--- src/rtl/mavg_pkg.sv ---
package mavg_pkg;
  // Window length encoding on len_sel
  localparam logic LEN_SHORT = 1'b0;
  localparam logic LEN_LONG  = 1'b1;
endpackage

--- src/rtl/mavg_rst_sync.sv ---
module mavg_rst_sync (
  input  logic clk,
  input  logic rst_n,
  output logic rst_sync_n
);
  logic meta_q;
  logic sync_q;

  always_ff @(posedge clk or negedge rst_n) begin
    if (!rst_n) begin
      meta_q <= 1'b0;
      sync_q <= 1'b0;
    end else begin
      meta_q <= 1'b1;
      sync_q <= meta_q;
    end
  end

  assign rst_sync_n = sync_q;
endmodule

--- src/rtl/mavg_stage.sv ---
module mavg_stage #(
  parameter int IN_W   = 1,
  parameter int OUT_W  = 5,
  parameter int DEPTH  = 16,
  parameter int IN_MAX = 1
) (
  input  logic             clk,
  input  logic             rst_n,
  input  logic             clr,
  input  logic             long_sel,
  input  logic [IN_W-1:0]  din,
  output logic [OUT_W-1:0] sum_o
);
  localparam int SHORT     = DEPTH / 2;
  localparam int SUM_MAX_I = DEPTH * IN_MAX;
  localparam logic [OUT_W-1:0] SUM_MAX = OUT_W'(SUM_MAX_I);

  logic [IN_W-1:0]  dly_q [DEPTH];
  logic [IN_W-1:0]  dly_d [DEPTH];
  logic [OUT_W-1:0] sum_q;
  logic [OUT_W-1:0] sum_d;
  logic [IN_W-1:0]  leaving;

  // Value dropping out of the active window
  always_comb begin
    leaving = long_sel ? dly_q[DEPTH-1] : dly_q[SHORT-1];
  end

  // Next state: shift in, update running sum incrementally
  always_comb begin
    dly_d[0] = clr ? '0 : din;
    for (int i = 1; i < DEPTH; i++) begin
      dly_d[i] = clr ? '0 : dly_q[i-1];
    end
    if (clr) begin
      sum_d = '0;
    end else begin
      sum_d = sum_q + OUT_W'(din) - OUT_W'(leaving);
    end
  end

  always_ff @(posedge clk or negedge rst_n) begin
    if (!rst_n) begin
      for (int i = 0; i < DEPTH; i++) begin
        dly_q[i] <= '0;
      end
      sum_q <= '0;
    end else begin
      for (int i = 0; i < DEPTH; i++) begin
        dly_q[i] <= dly_d[i];
      end
      sum_q <= sum_d;
    end
  end

  assign sum_o = sum_q;


  sum_range_chk: assert property (@(posedge clk) disable iff (!rst_n)
    sum_q <= SUM_MAX);


  stage_clear_chk: assert property (@(posedge clk) disable iff (!rst_n)
    clr |=> (sum_q == '0));
endmodule

--- src/rtl/mavg_ctrl.sv ---
module mavg_ctrl #(
  parameter int MAX_LEN = 16,
  parameter int CNT_W   = 6
) (
  input  logic clk,
  input  logic rst_n,
  input  logic len_sel,
  output logic clr_o,
  output logic long_o,
  output logic valid_o
);
  import mavg_pkg::*;

  localparam logic [CNT_W-1:0] FILL_LONG  = CNT_W'(3 * MAX_LEN);
  localparam logic [CNT_W-1:0] FILL_SHORT = CNT_W'(3 * (MAX_LEN / 2));

  logic             len_q, len_d;
  logic [CNT_W-1:0] cnt_q, cnt_d;
  logic [CNT_W-1:0] target;
  logic             clr;

  always_comb begin
    clr    = (len_sel != len_q);
    target = (len_q == LEN_LONG) ? FILL_LONG : FILL_SHORT;
    len_d  = len_sel;
    if (clr) begin
      cnt_d = '0;
    end else if (cnt_q < target) begin
      cnt_d = cnt_q + 1'b1;
    end else begin
      cnt_d = cnt_q;
    end
  end

  always_ff @(posedge clk or negedge rst_n) begin
    if (!rst_n) begin
      len_q <= LEN_SHORT;
      cnt_q <= '0;
    end else begin
      len_q <= len_d;
      cnt_q <= cnt_d;
    end
  end

  assign clr_o   = clr;
  assign long_o  = len_q;
  assign valid_o = (cnt_q == target);


  clear_invalid_chk: assert property (@(posedge clk) disable iff (!rst_n)
    clr |=> !valid_o);


  valid_hold_chk: assert property (@(posedge clk) disable iff (!rst_n)
    (valid_o && !clr) |=> valid_o);
endmodule

--- src/rtl/mavg_bitstream_filter.sv ---
module mavg_bitstream_filter #(
  parameter int MAX_LEN = 16
) (
  input  logic        clk,
  input  logic        rst_n,
  input  logic        bit_i,
  input  logic        len_sel,
  input  logic        sat_en,
  output logic [12:0] sample_o,
  output logic        valid_o
);
  localparam int S1_W  = $clog2(MAX_LEN + 1);
  localparam int S2_W  = $clog2(MAX_LEN * MAX_LEN + 1);
  localparam int S3_W  = $clog2(MAX_LEN * MAX_LEN * MAX_LEN + 1);
  localparam int CNT_W = $clog2(3 * MAX_LEN + 1);
  localparam int SHORT = MAX_LEN / 2;
  localparam logic [S3_W-1:0] SHORT_FS = S3_W'(SHORT * SHORT * SHORT);
  localparam logic [S1_W-1:0] S1_CLAMP = S1_W'(MAX_LEN - 1);

  logic            rst_i_n;
  logic            clr;
  logic            long_sel;
  logic [S1_W-1:0] s1_sum;
  logic [S1_W-1:0] s1_fed;
  logic [S2_W-1:0] s2_sum;
  logic [S3_W-1:0] s3_sum;

  mavg_rst_sync u_rst (
    .clk        (clk),
    .rst_n      (rst_n),
    .rst_sync_n (rst_i_n)
  );

  mavg_ctrl #(.MAX_LEN(MAX_LEN), .CNT_W(CNT_W)) u_ctrl (
    .clk     (clk),
    .rst_n   (rst_i_n),
    .len_sel (len_sel),
    .clr_o   (clr),
    .long_o  (long_sel),
    .valid_o (valid_o)
  );

  mavg_stage #(.IN_W(1), .OUT_W(S1_W), .DEPTH(MAX_LEN), .IN_MAX(1)) u_st1 (
    .clk      (clk),
    .rst_n    (rst_i_n),
    .clr      (clr),
    .long_sel (long_sel),
    .din      (bit_i),
    .sum_o    (s1_sum)
  );

  // Full-scale policy: clamp count MAX_LEN to MAX_LEN-1 when enabled.
  // The clamped value is what enters stage two's delay line.
  always_comb begin
    if (sat_en && (s1_sum == S1_W'(MAX_LEN))) begin
      s1_fed = S1_CLAMP;
    end else begin
      s1_fed = s1_sum;
    end
  end

  mavg_stage #(.IN_W(S1_W), .OUT_W(S2_W), .DEPTH(MAX_LEN), .IN_MAX(MAX_LEN)) u_st2 (
    .clk      (clk),
    .rst_n    (rst_i_n),
    .clr      (clr),
    .long_sel (long_sel),
    .din      (s1_fed),
    .sum_o    (s2_sum)
  );

  mavg_stage #(.IN_W(S2_W), .OUT_W(S3_W), .DEPTH(MAX_LEN),
               .IN_MAX(MAX_LEN * MAX_LEN)) u_st3 (
    .clk      (clk),
    .rst_n    (rst_i_n),
    .clr      (clr),
    .long_sel (long_sel),
    .din      (s2_sum),
    .sum_o    (s3_sum)
  );

  assign sample_o = 13'(s3_sum);


  short_scale_chk: assert property (@(posedge clk) disable iff (!rst_i_n)
    (valid_o && !long_sel) |-> (s3_sum <= SHORT_FS));


  reset_quiet_chk: assert property (@(posedge clk)
    !rst_i_n |-> (sample_o == '0 && !valid_o));
endmodule

--- config.mk ---
export PLATFORM = sky130hd
export DESIGN_NAME = mavg_bitstream_filter
export DESIGN_NICKNAME = d
export VERILOG_FILES = /design/src/rtl/mavg_pkg.sv /design/src/rtl/mavg_rst_sync.sv /design/src/rtl/mavg_stage.sv /design/src/rtl/mavg_ctrl.sv /design/src/rtl/mavg_bitstream_filter.sv
export SDC_FILE = /design/constraint.sdc
export NUM_CORES = 1
export LEC_CHECK = 0
export BUFFER_PORTS_ARGS = -buffer_cell sky130_fd_sc_hd__buf_2
export CORE_UTILIZATION = 65
export CTS_CLUSTER_SIZE = 10
export DETAILED_ROUTE_END_ITERATION = 6
export HOLD_SLACK_MARGIN = 0.12
export MAX_ROUTING_LAYER = met4
export PLACE_DENSITY = 0.81
export SYNTH_ARGS = -nofsm -noshare
export SYNTH_HDL_FRONTEND = slang
export SYNTH_SLANG_ARGS = --single-unit
--- constraint.sdc ---
create_clock -name clk -period 19.65 [get_ports clk]
set_clock_uncertainty 0.15 [all_clocks]
set_input_delay 1.965 -clock clk [delete_from_list [all_inputs] [get_ports clk]]
set_output_delay 1.965 -clock clk [all_outputs]
set_load 0.02 [all_outputs]
==> impl_results.md, run 1 <==
* Cell Area, Placed at 10800 um2
* Number of DRC violations after detailed routing at 0
* Total GRT Usage at 23.2%
* Outcome: completed
* Number of antenna diodes at 0
* Post-synthesis instance area at 10600 um2
* Via count of the first global-routing pass at 5966
* Area of the die at 16800 um2
* PnR worst setup slack at 15.44 ns
* Fraction of synthesized cell area taken by the top area cell type at 65.3%
* Avg WL per Cell at 16.0 um
* Hold-critical path depth at 0
* Synthesis warning total at 0
* Syn nets at 875
* H-tree lvl count at 1
* Setup Total Neg Slack at 0 ns
* Endpoint class of the critical path: flop
* Horizontal die dimension at 130 um
* Maximum count of clock buffers along a single path at 3
* Layout overhead on the synthesized area at 9.96%
* Endpoint arrival time on the critical path at 4.52 ns
* Top cells by area in the synthesized netlist: dfrtp_1 65%, and2_1 14%, ha_1 3.8%
* Crit start category: input pin
* Routed via count divided by cell count at 5.19
* Clk sinks at 276
* Largest driver fanout on the critical path at 119
* Worst Min Path Start: u_rst.meta_q
* HPWL reported at the end of detailed placement at 9810 um
* Number of placement rows at 46
* Number of storage elements in the synthesis netlist at 276
* Drt pass-1 iters at 4
* Least-Margin Pin Slew at 0.993 ns
* Area leader, netlist: dfrtp_1
* Synthesized-area fraction occupied by xor and xnor cells at 1.83%
* Fin. max-slew vios at 0
* Die outline height at 130 um
* Design area at 11600 um2
* Final core area utilization at 73.2%
* Multiplexer fraction of the synthesized cell area at 2.06%
* Clock slew at reported path FFs at 0.05 ns
* Starting density of the core at 66.5%
* Worst-case reg-to-reg path depth at 10
* Leakage Power at 6.07 nW
* Leading cell types in the layout, fill and taps excluded: 275 x dfrtp_1, 233 x and2_1, 62 x inv_1
* Final setup viols at 0
* Simple-gate portion of the synthesized area at 17.2%
* Endpoint required time on the critical path at 19.96 ns
* Number of library cell types mapped by synthesis at 42
* Final Hold Violating Endpoints at 0
* Total number of nets in the final design at 901
* Mean Syn Cell Area at 12.8 um2
* Period minus WS final at 4.21 ns
* Number of buffers created by CTS at 31
* Peak supply drop at 0.0000833 V
* Total global routing overflow at 0
* PnR Total Power at 1.58 mW
* Number of cells produced by synthesis at 823
* Endpoint of the most critical register-to-register path: u_st3.sum_o[10]
* Sequential share of the synthesized area at 65.3%
* Buffers on Ports at 18
* Hold Crit Class: reg2reg
* Max-cap check violation count at 0
* Peak clock frequency supported by timing at 238 MHz
* Crit share post-route at 21.4%
* Register-to-register setup slack at 16.18 ns
* Compound-Gate Fraction of Synth Area at 3.08%
* Number of antenna violations at the first check in global routing at 0
* CTS tree: yes
* P per Cell Area at 136 nW/um2
* CTS Root Buffer Type: clkbuf_16
* Count of nets left with antenna violations after detail routing at 0
* Reg-to-Reg Start: u_ctrl.long_o
* Total setup buffers inserted after CTS at 0
* Setup slack at placement at 14.83 ns
* Share of cells above drive strength 1 at 9.06%
* Post-synthesis share of cell area spent on full adders, half adders and majority gates at 6.63%
* Combinational family with the most area after synthesis: simple AND/OR/NAND/NOR gates
* Crit Path Class: in2reg
* Area of the core at 15900 um2
* Pin count of the biggest net entering global routing at 120
* Relative slew slack at 33.8%
* DRT iter0 DRCs at 294
* # IOs at 19
* Global-route wire length before repair at 29200 um
* Via count at 5528
* RSZ-0062 raised after global routing: false
* Hold EP: u_rst.rst_sync_n
* Post-CTS Resized at 0
* Clock Latency Late Sink at 0.53 ns
* Final RePlAce weighted congestion at 0.872
* Post-CTS Hold Buffers at 0
* Final wirelength at 17100 um
* Most common cell after layout, fill and taps aside: dfrtp_1
## kinds of logic after synthesis
kind of cell,after synthesis
flops,276
fa+ha+maj,47
other cells,1
xor+xnor,20
mux,20
simple gates,315
buf+inv,94
compound gates,50
## flip-flops by register name, summed over array words and instances (netlist names)
| signal | count |
|---|---|
| u_ctrl.cnt_q | 6 |
| u_ctrl.long_o | 1 |
| u_rst.meta_q | 1 |
| u_rst.rst_sync_n | 1 |
| u_st1.dly_q | 16 |
| u_st1.sum_o | 5 |
| u_st2.dly_q | 80 |
| u_st2.sum_o | 9 |
| u_st3.dly_q | 144 |
| u_st3.sum_o | 13 |
## through the flow
stage / hold WS (ns) / std cells
floorplan: 0.181 / 823
global placement: 0.188 / 1032
detailed placement: 0.190 / 1032
CTS: 0.206 / 1066
global route: 0.217 / 1066
finish: 0.203 / 1066
## how the worst max path moves through the flow
stage / depth (start not counted) / end / start
after global placement: 6 / u_st3.sum_o[3] / len_sel
after detailed placement: 6 / u_st3.sum_o[3] / len_sel
after CTS: 6 / u_st3.sum_o[3] / len_sel
after floorplan: 0 / u_ctrl.cnt_q[0] / u_rst.rst_sync_n
final: 6 / u_st3.sum_o[3] / len_sel
after global routing: 6 / u_st3.sum_o[3] / len_sel
## synth_stat cells (all sizes together)
| library cell | number |
|---|---|
| ha | 32 |
| a2111oi | 1 |
| and3 | 4 |
| fa | 15 |
| o21ba | 1 |
| nor3 | 6 |
| o41ai | 1 |
| mux2 | 14 |
| o221ai | 1 |
| o211ai | 1 |
| xor2 | 11 |
| dfrtp | 276 |
| buf | 8 |
| or3 | 2 |
| a31oi | 1 |
| and2 | 233 |
| mux2i | 6 |
| or2 | 1 |
| clkbuf | 24 |
| nand4 | 2 |
| a21oi | 12 |
| a211oi | 5 |
| nor3b | 1 |
| o21bai | 3 |
| nor2b | 3 |
| nor2 | 43 |
| nand3 | 1 |
| a41oi | 1 |
| a21o | 5 |
| o21a | 3 |
| o21ai | 15 |
| xnor2 | 9 |
| nand2b | 5 |
| conb | 1 |
| inv | 62 |
| nand2 | 14 |
## report_power, final
| group | internal [mW] | switching [mW] |
|---|---|---|
| Combinational | 0.193 | 0.287 |
| Sequential | 0.608 | 0.0232 |
| Clock | 0.279 | 0.191 |
| Total | 1.08 | 0.501 |
## cell type report
cell class,instances,area [um2]
Clock buffer,34,797
Tap cell,216,270
Timing Repair Buffer,25,143
Sequential cell,276,6910
Multi-Input combinational cell,453,3270
Inverter,62,233
Fill cell,1062,4260
## per-layer routing
layer	share of wire, %	wire, um	vias up	global-route usage (%)
met3	3.5	604	39	3.43
li1	-	-	2582	-
met4	2.6	444	0	7.73
met2	49	8300	98	36.5
met1	45	7710	2809	31.7
met5	0	0	-	-
## worst max-delay path: stages
cell,delay (ns)
buf_2,0.15
xnor2_4,0.73
buf_4,0.60
buf_4,0.74
o21ai_0,0.19
nor2_1,0.13
Note: power is estimated with default switching activity, not from simulation.
==> inputs of run 2 (changes only) <==
--- a/config.mk
+++ b/config.mk
@@ -5,13 +5,14 @@
 export SDC_FILE = /design/constraint.sdc
 export NUM_CORES = 1
 export LEC_CHECK = 0
+export ABC_AREA = 1
 export BUFFER_PORTS_ARGS = -buffer_cell sky130_fd_sc_hd__buf_2
-export CORE_UTILIZATION = 65
+export CORE_UTILIZATION = 56
 export CTS_CLUSTER_SIZE = 10
 export DETAILED_ROUTE_END_ITERATION = 6
 export HOLD_SLACK_MARGIN = 0.12
 export MAX_ROUTING_LAYER = met4
-export PLACE_DENSITY = 0.81
+export PLACE_DENSITY = 0.74
 export SYNTH_ARGS = -nofsm -noshare
 export SYNTH_HDL_FRONTEND = slang
 export SYNTH_SLANG_ARGS = --single-unit
==> constraint.sdc (replaced) <==
create_clock -name clk -period 3.6 [get_ports clk]
set_clock_uncertainty 0.15 [all_clocks]
set_input_delay 0.36 -clock clk [delete_from_list [all_inputs] [get_ports clk]]
set_output_delay 0.36 -clock clk [all_outputs]
set_load 0.02 [all_outputs]
==> impl_results.md, run 2 <==
* Buffers on Ports at 18
* Least-Margin Pin Slew at 0.816 ns
* Internal power consumption at 5.85 mW
* Final RePlAce weighted congestion at 0.868
* Top cells by area in the synthesized netlist: dfrtp_1 63%, inv_1 12%, nor2_1 9.6%
* Post-synthesis instance area at 11000 um2
* Sequential share of the synthesized area at 62.9%
* Endpoint required time on the critical path at 3.87 ns
* Sw power at 3.10 mW
* Most frequently used flop master after synthesis: dfrtp_1
* Number of DRC violations after detailed routing at 0
* Register with the most flip-flops: u_st3.dly_q
* Total GRT Usage at 20.0%
* Crit Path Class: reg2reg
* RSZ-0062 raised after global routing: false
* Final wirelength at 17500 um
* Clock network power share at 29.1%
* Global-route wire length before repair at 31100 um
* Clock Latency Late Sink at 0.53 ns
* Avg WL per Cell at 12.0 um
* Total number of nets in the final design at 1255
* Routed via count divided by cell count at 4.47
* Period minus WS final at 3.18 ns
* Syn nets at 1220
* DRT iter0 DRCs at 284
* Crit share post-route at 88.4%
* Clk sinks at 276
* Clock slew at reported path FFs at 0.06 ns
* Number of buffers created by CTS at 31
* Starting density of the core at 57.9%
* Area leader, netlist: dfrtp_1
* Number of cells produced by synthesis at 1168
* Number of library cell types mapped by synthesis at 22
* Pin count of the biggest net entering global routing at 118
* Final setup viols at 0
* Fin. max-slew vios at 0
* Drt pass-1 iters at 4
* Horizontal die dimension at 142 um
* Relative slew slack at 45.6%
* Most used routing layer in global routing: met2
* Final Instance Count excl. Fillers at 1465
* Setup Total Neg Slack at 0 ns
* Post-CTS Resized at 0
* Most used standard cells in the synthesized netlist: 337 x inv_1, 282 x nor2_1, 276 x dfrtp_1
* Synthesis warning total at 0
* Die outline height at 142 um
* HPWL reported at the end of detailed placement at 11100 um
* Number of placement rows at 50
* Mean Syn Cell Area at 9.40 um2
* Total setup buffers inserted after CTS at 0
* Largest registers: u_st3.dly_q: 144 flops, u_st2.dly_q: 80 flops, u_st1.dly_q: 16 flops
* # IOs at 19
* Met1 layer usage reported by global route at 27.6%
* Worst Hold Margin at 0.208 ns
* Endpoint arrival time on the critical path at 3.45 ns
* Via count at 6552
* Count of nets left with antenna violations after detail routing at 0
* Post-CTS Hold Buffers at 6
* Peak clock frequency supported by timing at 314 MHz
* Slowest cell on the critical path: dfrtp_1
* PnR Total Power at 8.94 mW
* Number of antenna violations at the first check in global routing at 0
* Hold Crit Class: reg2reg
* Crit start category: flop
* Layout overhead on the synthesized area at 11.2%
* Sequential power share at 38.7%
* Via count of the first global-routing pass at 6695
* Share of cells above drive strength 1 at 5.23%
* Maximum count of clock buffers along a single path at 3
* CTS Root Buffer Type: clkbuf_16
* Met2 Track Usage GR at 31.2%
* P per Cell Area at 733 nW/um2
* Switching part of the total at 34.6%
* Endpoint class of the critical path: flop
* Outcome: completed
* Most frequent cell after synthesis: inv_1
* Leading cell types in the layout, fill and taps excluded: 337 x inv_1, 282 x nor2_1, 275 x dfrtp_1
* Comb pwr share at 32.2%
* Critical path cell sequence: o21ai_0 -> fa_1 -> inv_1 -> fa_1 -> nand3_1 -> nand3_1 -> a21oi_1 -> nand2_1 -> nand2_1 -> nor2_1
* Async SR Flop Fraction at 100%
* Flip-flop count of the largest register, all copies and words added at 144
* Max-cap check violation count at 0
* Number of placed instances, taps included at 1424
* Area of the core at 19000 um2
* Critical Path Max Stage Delay at 0.84 ns
* Final Hold Violating Endpoints at 0
* Most common cell after layout, fill and taps aside: inv_1
* Largest driver fanout on the critical path at 23
* H-tree lvl count at 1
* Global routing met3 resource utilization at 3.10%
* Number of storage elements in the synthesis netlist at 276
* Leakage Power at 6.15 nW
* Number of buffers and inverters on the critical path at 1
* CTS tree: yes
* Top cell family by delay on the critical path: adder cells
* Area of the die at 20200 um2
* Peak supply drop at 0.000446 V
* Number of enable flip-flop cells after synthesis at 0
* Number of antenna diodes at 0
* Total global routing overflow at 0
* Fraction of synthesized cell area taken by the top area cell type at 62.9%
-- run 2: changes by cell type after synthesis, moves of 17 or more --
cell      delta
a21oi_1     +17
and2_1     -233
buf_2       +24
clkbuf_2    -20
inv_1      +275
nand2_1     +82
nand3_1     +21
nor2_1     +239
-- run 2: cells by family after synthesis --
kind of cell | after synthesis | share of synthesized area, %
AOI/OAI and AO/OA | 64 | 3.04
xor gates and xnor gates | 5 | 0.467
adders and majority gates | 47 | 6.38
buffers and inverters | 370 | 13.0
DFF | 276 | 62.9
other | 1 | 0.0342
and+or+nand+nor | 405 | 14.2
-- run 2: per-layer routing --
| layer | vias up | wire length (um) |
|---|---|---|
| li1 | 3349 | - |
| met1 | 3092 | 8410 |
| met2 | 82 | 8220 |
| met3 | 29 | 606 |
| met4 | 0 | 316 |
| met5 | - | 0 |
-- run 2: final cells by class --
type                    count  area [um2]
fillers                  1501        6750
repair buffers             34         250
inverters                 338        1270
flip-flops and latches    276        6910
well taps                 260         325
clock buffers              35         801
multi-input cells         522        2650
-- run 2: through the flow --
| step | setup WS [ns] | util (%) | area, um2 |
|---|---|---|---|
| finish | 0.417 | 64.4 | 12200 |
| global route | 0.132 | 64.4 | 12200 |
| CTS | 0.407 | 64.4 | 12200 |
| detailed placement | 0.444 | 59.9 | 11300 |
| global placement | 0.456 | 59.9 | 11300 |
| floorplan | 0.691 | - | 11000 |
-- run 2: path summary, 6_finish.rpt --
check	start	to	cells after the start	slack, ns
worst max-delay path	u_ctrl.long_o	u_st3.sum_o[8]	10	0.42
worst min-delay path	u_rst.meta_q	u_rst.rst_sync_n	0	0.21
worst max register to register	u_ctrl.long_o	u_st3.sum_o[8]	10	0.42
worst min register to register	u_rst.meta_q	u_rst.rst_sync_n	0	0.21
max in group asynchronous	u_rst.rst_sync_n	u_st2.dly_q[15]	1	2.44
min in group asynchronous	u_rst.rst_sync_n	u_st2.dly_q[34]	1	0.24
-- run 2: power groups by stage --
| stage | clock, mW | combinational [mW] | sequential, mW |
|---|---|---|---|
| after floorplan | 0 | 2.15 | 3.58 |
| after global placement | 0 | 2.81 | 3.51 |
| after detailed placement | 0 | 2.87 | 3.51 |
| after CTS | 2.68 | 2.89 | 3.46 |
| after global routing | 2.80 | 3.42 | 3.48 |
| final | 2.60 | 2.88 | 3.46 |
==> inputs of run 3 (changes only) <==
--- a/config.mk
+++ b/config.mk
@@ -6,13 +6,14 @@
 export NUM_CORES = 1
 export LEC_CHECK = 0
 export ABC_AREA = 1
+export ABC_CLOCK_PERIOD_IN_PS = 3990
 export BUFFER_PORTS_ARGS = -buffer_cell sky130_fd_sc_hd__buf_2
-export CORE_UTILIZATION = 56
+export CORE_UTILIZATION = 65
 export CTS_CLUSTER_SIZE = 10
 export DETAILED_ROUTE_END_ITERATION = 6
 export HOLD_SLACK_MARGIN = 0.12
 export MAX_ROUTING_LAYER = met4
-export PLACE_DENSITY = 0.74
+export PLACE_DENSITY = 0.81
 export SYNTH_ARGS = -nofsm -noshare
 export SYNTH_HDL_FRONTEND = slang
 export SYNTH_SLANG_ARGS = --single-unit
==> constraint.sdc (replaced) <==
create_clock -name clk -period 3.99 [get_ports clk]
set_clock_uncertainty 0.15 [all_clocks]
set_input_delay 0.399 -clock clk [delete_from_list [all_inputs] [get_ports clk]]
set_output_delay 0.399 -clock clk [all_outputs]
set_load 0.005 [all_outputs]
==> impl_results.md, run 3 (synthesis gave the netlist of run 2 again) <==
* Hold Crit Class: in2reg
* Worst-case reg-to-reg path depth at 10
* P per Cell Area at 658 nW/um2
* Global-route wire length before repair at 32500 um
* Slowest cell on the critical path: dfrtp_1
* Critical Path Max Stage Delay at 1.04 ns
* Die outline height at 132 um
* Via count at 6765
* Register with the most flip-flops: u_st3.dly_q
* Crit share post-route at 82.8%
* Clock Latency Late Sink at 0.53 ns
* Footprint of the multi-input gates at 2650 um2
* Final setup viols at 0
* Number of antenna violations at the first check in global routing at 0
* Register-to-register setup slack at 0.69 ns
* Fin. max-slew vios at 0
* Number of placement rows at 47
* Max-cap check violation count at 0
* Relative slew slack at 29.8%
* Share of cells above drive strength 1 at 5.06%
* Number of buffers created by CTS at 31
* Routed via count divided by cell count at 4.75
* RSZ-0062 raised after global routing: false
* Clk sinks at 276
* Endpoint class of the critical path: flop
* Final RePlAce weighted congestion at 0.821
* Flip-flop count of the largest register, all copies and words added at 144
* Clock slew at reported path FFs at 0.06 ns
* Sequential cell area in the final layout at 6910 um2
* Area of the core at 16500 um2
* Starting density of the core at 66.4%
* Endpoint of the most critical register-to-register path: u_st3.sum_o[8]
* Pin count of the biggest net entering global routing at 92
* DRT iter0 DRCs at 350
* Endpoint required time on the critical path at 4.26 ns
* Buffers on Ports at 18
* Via count of the first global-routing pass at 7098
* Crit start category: flop
* Total number of nets in the final design at 1254
* Leakage Power at 6.15 nW
* Endpoint arrival time on the critical path at 3.57 ns
* Layout overhead on the synthesized area at 11.0%
* Total GRT Usage at 24.2%
* # IOs at 19
* Filler instances at 1132
* Total setup buffers inserted after CTS at 0
* Post-CTS Resized at 0
* Peak supply drop at 0.000574 V
* Post-CTS Hold Buffers at 6
* Avg WL per Cell at 13.2 um
* Outcome: completed
* Count of nets left with antenna violations after detail routing at 0
* Peak clock frequency supported by timing at 303 MHz
* Hold-critical path depth at 4
* H-tree lvl count at 1
* Least-Margin Pin Slew at 1.05 ns
* Largest driver fanout on the critical path at 30
* Largest registers: u_st3.dly_q: 144 flops, u_st2.dly_q: 80 flops, u_st1.dly_q: 16 flops
* Most common cell after layout, fill and taps aside: inv_1
* Area of the die at 17400 um2
* Crit Path Class: reg2reg
* Final Hold Violating Endpoints at 0
* Horizontal die dimension at 132 um
* Maximum count of clock buffers along a single path at 3
* Critical path cell sequence: o21ai_0 -> fa_1 -> inv_1 -> fa_1 -> nand3_1 -> nand3_1 -> a21oi_1 -> nand2_1 -> nand2_1 -> nor2_1
* Number of antenna diodes at 0
* Number of DRC violations after detailed routing at 0
* Setup Total Neg Slack at 0 ns
* Total global routing overflow at 0
* Hold EP: u_st2.dly_q[79]
* Reg-to-Reg Start: u_ctrl.long_o
* CTS Root Buffer Type: clkbuf_16
* Period minus WS final at 3.30 ns
* PnR Total Power at 8.01 mW
* Leading cell types in the layout, fill and taps excluded: 337 x inv_1, 282 x nor2_1, 275 x dfrtp_1
* HPWL reported at the end of detailed placement at 11800 um
* Worst Min Path Start: sat_en
* CTS tree: yes
* Final wirelength at 18800 um
* Drt pass-1 iters at 4
[run 3: power by group]
group / internal, mW / switching, mW / leakage (nW)
clock network: 1.37 / 0.966 / 0.388
logic: 0.894 / 1.66 / 1.96
registers: 3.00 / 0.124 / 3.80
total: 5.27 / 2.75 / 6.15
[run 3: routing by layer]
layer  vias up  share of wire [%]  global-route usage (%)
li1       3353                  -                       -
met3        31                3.3                    3.46
met5         -                  0                       -
met2        94                 49                    39.9
met1      3287                 46                    32.2
met4         0                1.9                    6.07
[run 3: worst max path at each step]
stage,start,slack [ns],end
6_report,u_ctrl.long_o,0.69,u_st3.sum_o[8]
5_1_grt,u_ctrl.long_o,0.38,u_st3.sum_o[6]
4_1_cts,u_ctrl.long_o,0.64,u_st3.sum_o[12]
3_5_place_dp,u_ctrl.long_o,0.66,u_st3.sum_o[12]
3_3_place_gp,u_ctrl.long_o,0.81,u_st3.sum_o[8]
2_1_floorplan,u_rst.rst_sync_n,1.08,u_ctrl.cnt_q[0]
[run 3: layout make-up]
type / instances / share of cell area (%)
clock buffers: 36 / 6.52
inverters: 338 / 10.5
multi-input cells: 522 / 21.7
flip-flops and latches: 276 / 56.7
well taps: 220 / 2.26
repair buffers: 33 / 2.30
[run 3: worst max-delay path, delay by kind of cell, from the launching register on]
family | cells | cell delay [ns]
adder cells (fa/ha/maj) | 2 | 1.03
AND/OR/NAND/NOR | 5 | 0.42
AO/OA/AOI/OAI | 2 | 0.48
flip-flops | 1 | 1.04
buffers and inverters | 1 | 0.07
[run 3: stage by stage]
step	hold WS [ns]	worst slack, ns	std cells	utilization (%)	instance area (um2)
finish	0.201	0.687	1425	73.7	12200
floorplan	-0.0466	1.08	1168	-	11000
global placement	0.0349	0.812	1383	68.5	11300
global route	0.216	0.375	1425	73.7	12200
CTS	0.179	0.641	1425	73.7	12200
detailed placement	0.0371	0.660	1383	68.5	11300
